==> config.mk <==
export PLATFORM = sky130hd
export DESIGN_NAME = fpn_nan_select
export DESIGN_NICKNAME = d
export VERILOG_FILES = /design/src/rtl/fpn_pkg.sv /design/src/rtl/fpn_classify.sv /design/src/rtl/fpn_default_nan.sv /design/src/rtl/fpn_decide.sv /design/src/rtl/fpn_nan_select.sv
export SDC_FILE = /design/constraint.sdc
export NUM_CORES = 1
export LEC_CHECK = 0
export CORE_MARGIN = 3
export CORE_UTILIZATION = 44
export DETAILED_ROUTE_END_ITERATION = 7
export PLACE_DENSITY_LB_ADDON = 0.05
export SYNTH_ARGS = -nofsm -noshare
export SYNTH_HDL_FRONTEND = slang
export SYNTH_HIERARCHICAL = 1
export SYNTH_SLANG_ARGS = --single-unit
==> constraint.sdc <==
create_clock -name clk -period 8.62 [get_ports clk]
set_input_delay 2.155 -clock clk [delete_from_list [all_inputs] [get_ports clk]]
set_output_delay 2.155 -clock clk [all_outputs]
set_load 0.01 [all_outputs]
==> src/rtl/fpn_pkg.sv <==
package fpn_pkg;

  typedef struct packed {
    logic nan;
    logic snan;
    logic zero;
    logic inf;
  } fpn_cls_t;

  typedef enum logic [1:0] {
    PICK_A = 2'd0,
    PICK_B = 2'd1,
    PICK_C = 2'd2
  } fpn_pick_e;

  function automatic int fmt_exp_w(input int fmt);
    case (fmt)
      0:       return 5;
      2:       return 11;
      default: return 8;
    endcase
  endfunction

  function automatic int fmt_frac_w(input int fmt);
    case (fmt)
      0:       return 10;
      2:       return 52;
      default: return 23;
    endcase
  endfunction

endpackage

==> src/rtl/fpn_classify.sv <==
module fpn_classify
  import fpn_pkg::*;
#(
  parameter int EW = 8,
  parameter int FW = 23,
  localparam int W = 1 + EW + FW
) (
  input  logic [W-1:0] op,
  output fpn_cls_t     cls
);

  logic [EW-1:0] exp_f;
  logic [FW-1:0] frac_f;
  logic          exp_max;
  logic          exp_min;
  logic          frac_nz;

  assign exp_f   = op[W-2:FW];
  assign frac_f  = op[FW-1:0];
  assign exp_max = &exp_f;
  assign exp_min = ~|exp_f;
  assign frac_nz = |frac_f;

  always_comb begin
    cls.nan  = exp_max & frac_nz;
    cls.snan = exp_max & frac_nz & ~frac_f[FW-1];
    cls.inf  = exp_max & ~frac_nz;
    cls.zero = exp_min & ~frac_nz;
  end

  // The sign bit plays no part in the class.
  logic unused_sign;
  assign unused_sign = op[W-1];

endmodule

==> src/rtl/fpn_default_nan.sv <==
module fpn_default_nan #(
  parameter int EW = 8,
  parameter int FW = 23,
  localparam int W = 1 + EW + FW
) (
  input  logic         alt,
  output logic [W-1:0] dnan
);

  // sign follows the mode bit; exponent all ones; only fraction MSB set
  assign dnan = {alt, {EW{1'b1}}, 1'b1, {(FW-1){1'b0}}};

endmodule

==> src/rtl/fpn_decide.sv <==
module fpn_decide
  import fpn_pkg::*;
(
  input  fpn_cls_t  ca,
  input  fpn_cls_t  cb,
  input  fpn_cls_t  cc,
  input  logic      op_fma,
  input  logic      alt,
  output logic      ovr,
  output logic      use_dflt,
  output fpn_pick_e pick,
  output logic      inv
);

  logic prod_bad;
  assign prod_bad = op_fma & ((ca.zero & cb.inf) | (ca.inf & cb.zero));

  always_comb begin
    ovr      = 1'b0;
    use_dflt = 1'b0;
    pick     = PICK_A;
    inv      = 1'b0;
    if (op_fma) begin
      inv = ca.snan | cb.snan | cc.snan;
      if (prod_bad) begin
        ovr = 1'b1;
        if (cc.nan) begin
          pick = PICK_C;
          if (!alt) begin
            inv      = 1'b1;
            use_dflt = ~cc.snan;
          end
        end else begin
          use_dflt = 1'b1;
          inv      = 1'b1;
        end
      end else if (alt) begin
        if (ca.nan) begin
          ovr = 1'b1; pick = PICK_A;
        end else if (cb.nan) begin
          ovr = 1'b1; pick = PICK_B;
        end else if (cc.nan) begin
          ovr = 1'b1; pick = PICK_C;
        end
      end else begin
        if (cc.snan) begin
          ovr = 1'b1; pick = PICK_C;
        end else if (ca.snan) begin
          ovr = 1'b1; pick = PICK_A;
        end else if (cb.snan) begin
          ovr = 1'b1; pick = PICK_B;
        end else if (cc.nan) begin
          ovr = 1'b1; pick = PICK_C;
        end else if (ca.nan) begin
          ovr = 1'b1; pick = PICK_A;
        end else if (cb.nan) begin
          ovr = 1'b1; pick = PICK_B;
        end
      end
    end else begin
      inv = ca.snan | cb.snan;
      if (alt) begin
        if (ca.nan) begin
          ovr = 1'b1; pick = PICK_A;
        end else if (cb.nan) begin
          ovr = 1'b1; pick = PICK_B;
        end
      end else begin
        if (ca.snan) begin
          ovr = 1'b1; pick = PICK_A;
        end else if (cb.snan) begin
          ovr = 1'b1; pick = PICK_B;
        end else if (ca.nan) begin
          ovr = 1'b1; pick = PICK_A;
        end else if (cb.nan) begin
          ovr = 1'b1; pick = PICK_B;
        end
      end
    end
  end

  logic unused_cc;
  assign unused_cc = cc.zero ^ cc.inf;

endmodule

==> src/rtl/fpn_nan_select.sv <==
module fpn_nan_select
  import fpn_pkg::*;
#(
  parameter int FMT = 1,
  localparam int EW = fmt_exp_w(FMT),
  localparam int FW = fmt_frac_w(FMT),
  localparam int W  = 1 + EW + FW
) (
  input  logic         clk,
  input  logic         rst,
  input  logic         op_fma_i,
  input  logic         dn_mode_i,
  input  logic         alt_mode_i,
  input  logic [W-1:0] opa_i,
  input  logic [W-1:0] opb_i,
  input  logic [W-1:0] opc_i,
  output logic         nan_ovr_o,
  output logic [W-1:0] res_o,
  output logic         invalid_o
);

  localparam int NOPS = 3;
  localparam logic [W-1:0] QUIET_BIT = {{(W-FW){1'b0}}, 1'b1, {(FW-1){1'b0}}};

  logic [W-1:0] ops [NOPS];
  fpn_cls_t     cls [NOPS];

  assign ops[0] = opa_i;
  assign ops[1] = opb_i;
  assign ops[2] = opc_i;

  for (genvar g = 0; g < NOPS; g++) begin : g_cls
    fpn_classify #(.EW(EW), .FW(FW)) u_cls (
      .op  (ops[g]),
      .cls (cls[g])
    );
  end

  logic      ovr_d;
  logic      use_dflt;
  fpn_pick_e pick;
  logic      inv_d;

  fpn_decide u_decide (
    .ca       (cls[0]),
    .cb       (cls[1]),
    .cc       (cls[2]),
    .op_fma   (op_fma_i),
    .alt      (alt_mode_i),
    .ovr      (ovr_d),
    .use_dflt (use_dflt),
    .pick     (pick),
    .inv      (inv_d)
  );

  logic [W-1:0] dnan;

  fpn_default_nan #(.EW(EW), .FW(FW)) u_dnan (
    .alt  (alt_mode_i),
    .dnan (dnan)
  );

  logic [W-1:0] picked;
  logic [W-1:0] res_d;

  always_comb begin
    case (pick)
      PICK_B:  picked = opb_i;
      PICK_C:  picked = opc_i;
      default: picked = opa_i;
    endcase
  end

  always_comb begin
    if (!ovr_d)                     res_d = '0;
    else if (use_dflt || dn_mode_i) res_d = dnan;
    else                            res_d = picked | QUIET_BIT;
  end

  always_ff @(posedge clk) begin
    if (rst) begin
      nan_ovr_o <= 1'b0;
      res_o     <= '0;
      invalid_o <= 1'b0;
    end else begin
      nan_ovr_o <= ovr_d;
      res_o     <= res_d;
      invalid_o <= inv_d;
    end
  end

  // ---------------- assertions ----------------
  localparam logic [W-1:0] DN_POS = {1'b0, {EW{1'b1}}, 1'b1, {(FW-1){1'b0}}};
  localparam logic [W-1:0] DN_NEG = {1'b1, {EW{1'b1}}, 1'b1, {(FW-1){1'b0}}};

  logic snan_used;
  logic ab_nan;
  logic prod_zi;
  assign snan_used = cls[0].snan | cls[1].snan | (op_fma_i & cls[2].snan);
  assign ab_nan    = cls[0].nan | cls[1].nan;
  assign prod_zi   = (cls[0].zero & cls[1].inf) | (cls[0].inf & cls[1].zero);

  p_reset_clear_r1: assert property (@(posedge clk)
    rst |=> (!nan_ovr_o && !invalid_o && res_o == '0));

  p_no_ovr_zero_r2: assert property (@(posedge clk) disable iff (rst)
    !nan_ovr_o |-> res_o == '0);

  p_quiet_result_r10: assert property (@(posedge clk) disable iff (rst)
    nan_ovr_o |-> (&res_o[W-2:FW-1]));

  p_snan_invalid_r11: assert property (@(posedge clk) disable iff (rst)
    ($past(!rst) && $past(snan_used)) |-> invalid_o);

  p_dn_replace_r12: assert property (@(posedge clk) disable iff (rst)
    ($past(!rst) && $past(dn_mode_i) && nan_ovr_o)
      |-> res_o == ($past(alt_mode_i) ? DN_NEG : DN_POS));

  p_two_input_clean_r14: assert property (@(posedge clk) disable iff (rst)
    ($past(!rst) && $past(!op_fma_i) && $past(!ab_nan)) |-> (!nan_ovr_o && !invalid_o));

  p_alt_qnan_addend_r9: assert property (@(posedge clk) disable iff (rst)
    ($past(!rst) && $past(op_fma_i && alt_mode_i && prod_zi && cls[2].nan && !cls[2].snan))
      |-> (nan_ovr_o && !invalid_o));

  p_default_qnan_addend_r5: assert property (@(posedge clk) disable iff (rst)
    ($past(!rst) && $past(op_fma_i && !alt_mode_i && prod_zi && cls[2].nan && !cls[2].snan))
      |-> (invalid_o && res_o == DN_POS));

endmodule

==> results.py <==
metrics = {
    "critical_path": {
        "cp-start-kind": "input pin",
        "crit_required_ns": 8.85,
        "cp-startpoint": "opb_i[30]",
        "crit_end": "res_o[24]$_SDFF_PP0_",
        "critical_path_class": "in -> reg",
        "end_kind": "flop",
        "worst_ep_arrival_time_ns": 5.79,
        "critPathMaxFanout": 62,
    },
    "sta": {
        "setup_viol": 0,
        "period_needed_ns": 5.57,
        "worst_slew_pin_slew_ns": 1.18,
        "max_freq_mhz": 180,
        "finalSetupTns_ns": 0,
        "finalCritPeriodShare_pct": 64.6,
        "rsz0062_at_grt": "false",
        "holdWs_ns": 2.42,
        "slew_headroom_pct": 21.2,
        "hold_violations": 0,
        "slew_violations": 0,
    },
    "run": {
        "drv_cap": 0,
    },
    "layout": {
        "fillers": 510,
        "drive_above_1_share_pct": 5.05,
        "nets": 557,
        "multiInputGateArea_um2": 1650,
        "areaGrowthSynthToFinish_pct": 48.3,
        "n_antenna_cell": 0,
        "register_area_um2": 681,
    },
    "clock_network": {
        "path_clk_slew_ns": 0.07,
        "htreeDepth": 2,
        "postCtsHoldBufs": 0,
        "post_cts_buffers": 0,
        "cts_buffer_depth": 2,
        "cts_resized": 0,
        "clockRootBuffer": "clkbuf_8",
        "cts_buffers": 5,
        "cts_tree": "done",
        "cts_sinks": 34,
    },
    "synth": {
        "synth_area_um2": 2630,
        "avgSynthCellArea_um2": 7.80,
        "yosys_warnings": 6,
        "synth_cells": 337,
    },
    "routing": {
        "routed_wl_um": 8890,
        "dr.pass1.iters": 5,
        "ant_nets": 0,
        "wl_per_cell_um": 16.9,
        "viasPerCell": 5.57,
        "first_iter_violations": 183,
        "vias": 2935,
        "drc": 0,
    },
    "global_route": {
        "grt_start_max_net_pins": 63,
        "overflow": 0,
        "first_global_vias": 3033,
        "grt_usage_pct": 26.0,
        "grt_pass1_wl_um": 14800,
        "antenna_found_initial": 0,
    },
    "floorplanning": {
        "die-height_um": 83.3,
        "rows": 27,
        "core_area_um2": 5640,
        "top_level_ports": 135,
        "die_x_um": 83.3,
        "dieArea_um2": 6930,
        "start_util_pct": 46.6,
    },
    "outcome": {
        "status": "complete, no violations",
    },
    "worst_hold_path": {
        "holdCritPathClass": "in -> reg",
        "whs_path_depth": 2,
    },
    "pwr": {
        "leakage_nw": 1.48,
        "p_per_area_nw_per_um2": 95.5,
        "ir_worst_vdd_mv": 0.0554,
    },
    "place": {
        "place.gp.congestion": 0.857,
        "io_buffers": 134,
        "hpwl_um": 6700,
    },
}
-- cell type report --
cell class                      count  area share (%)
Sequential cell                    34            17.5
Inverter                            5           0.482
Timing Repair Buffer              137            35.0
Multi-Input combinational cell    271            42.4
Clock buffer                        7            2.22
Clock inverter                      1           0.128
Tap cell                           72            2.31
-- per-stage QoR --
stage / utilization (%) / power, mW / cells / worst slack, ns / area [um2]
floorplan: - / 0.198 / 366 / 4.09 / 2740
global placement: 67.5 / 0.248 / 519 / 2.93 / 3810
detailed placement: 67.5 / 0.248 / 519 / 2.80 / 3810
CTS: 69.1 / 0.374 / 527 / 3.10 / 3900
global route: 69.1 / 0.388 / 527 / 2.72 / 3900
finish: 69.1 / 0.372 / 527 / 3.05 / 3900
-- registers in the layout (all words and copies together) (netlist names) --
name       flops
nan_ovr_o      1
invalid_o      1
res_o         32
-- metal layers --
layer | global-route usage, % | share of wire [%]
met1 | 31.2 | 40
met3 | 6.35 | 8.5
met2 | 44.3 | 49
met5 | 0 | 0
met4 | 9.96 | 2.3
-- report_power, final --
group	leakage [nW]	total [mW]	switching, mW	internal, mW
Combinational	1.16	0.0889	0.0353	0.0536
Sequential	0.274	0.158	0.000169	0.157
Clock	0.0482	0.126	0.0612	0.0645
Total	1.48	0.372	0.0967	0.276
-- cells in the final DEF (no fill, tap or decap), drive strengths merged --
cell / count
dfxtp: 34
nand2: 37
a21boi: 1
nand2b: 32
nor3b: 2
nand3: 32
and4: 3
nor3: 8
clkbuf: 7
a21o: 1
and3: 1
inv: 5
a22o: 1
a21oi: 35
nor4b: 1
clkinv: 1
or2: 4
and3b: 1
ha: 2
o21ai: 4
a211oi: 5
clkdlybuf4s50: 134
and2: 3
buf: 3
a221o: 31
nand4: 8
o32ai: 1
a221oi: 1
nor4: 19
nor2b: 2
conb: 31
o211ai: 1
nor2: 4
-- worst max-delay path: stages --
cell and delay, ns:
clkdlybuf4s50_1 0.53, nand4_1 0.10, or2_1 0.29, a211oi_1 0.44
nor4b_2 0.29, a211oi_1 0.08, o32ai_2 0.29, inv_1 0.08
ha_2 1.03, a221o_1 0.27, nand3_1 0.09, a21oi_1 0.13
-- worst min path at each step --
stage	from	to	slack (ns)
3_3_place_gp	rst	invalid_o$_SDFF_PP0_	2.71
6_report	rst	invalid_o$_SDFF_PP0_	2.42
4_1_cts	rst	invalid_o$_SDFF_PP0_	2.42
3_5_place_dp	rst	invalid_o$_SDFF_PP0_	2.72
5_1_grt	rst	invalid_o$_SDFF_PP0_	2.46
2_1_floorplan	rst	invalid_o$_SDFF_PP0_	2.23
Note: power is estimated with default switching activity, not from simulation.
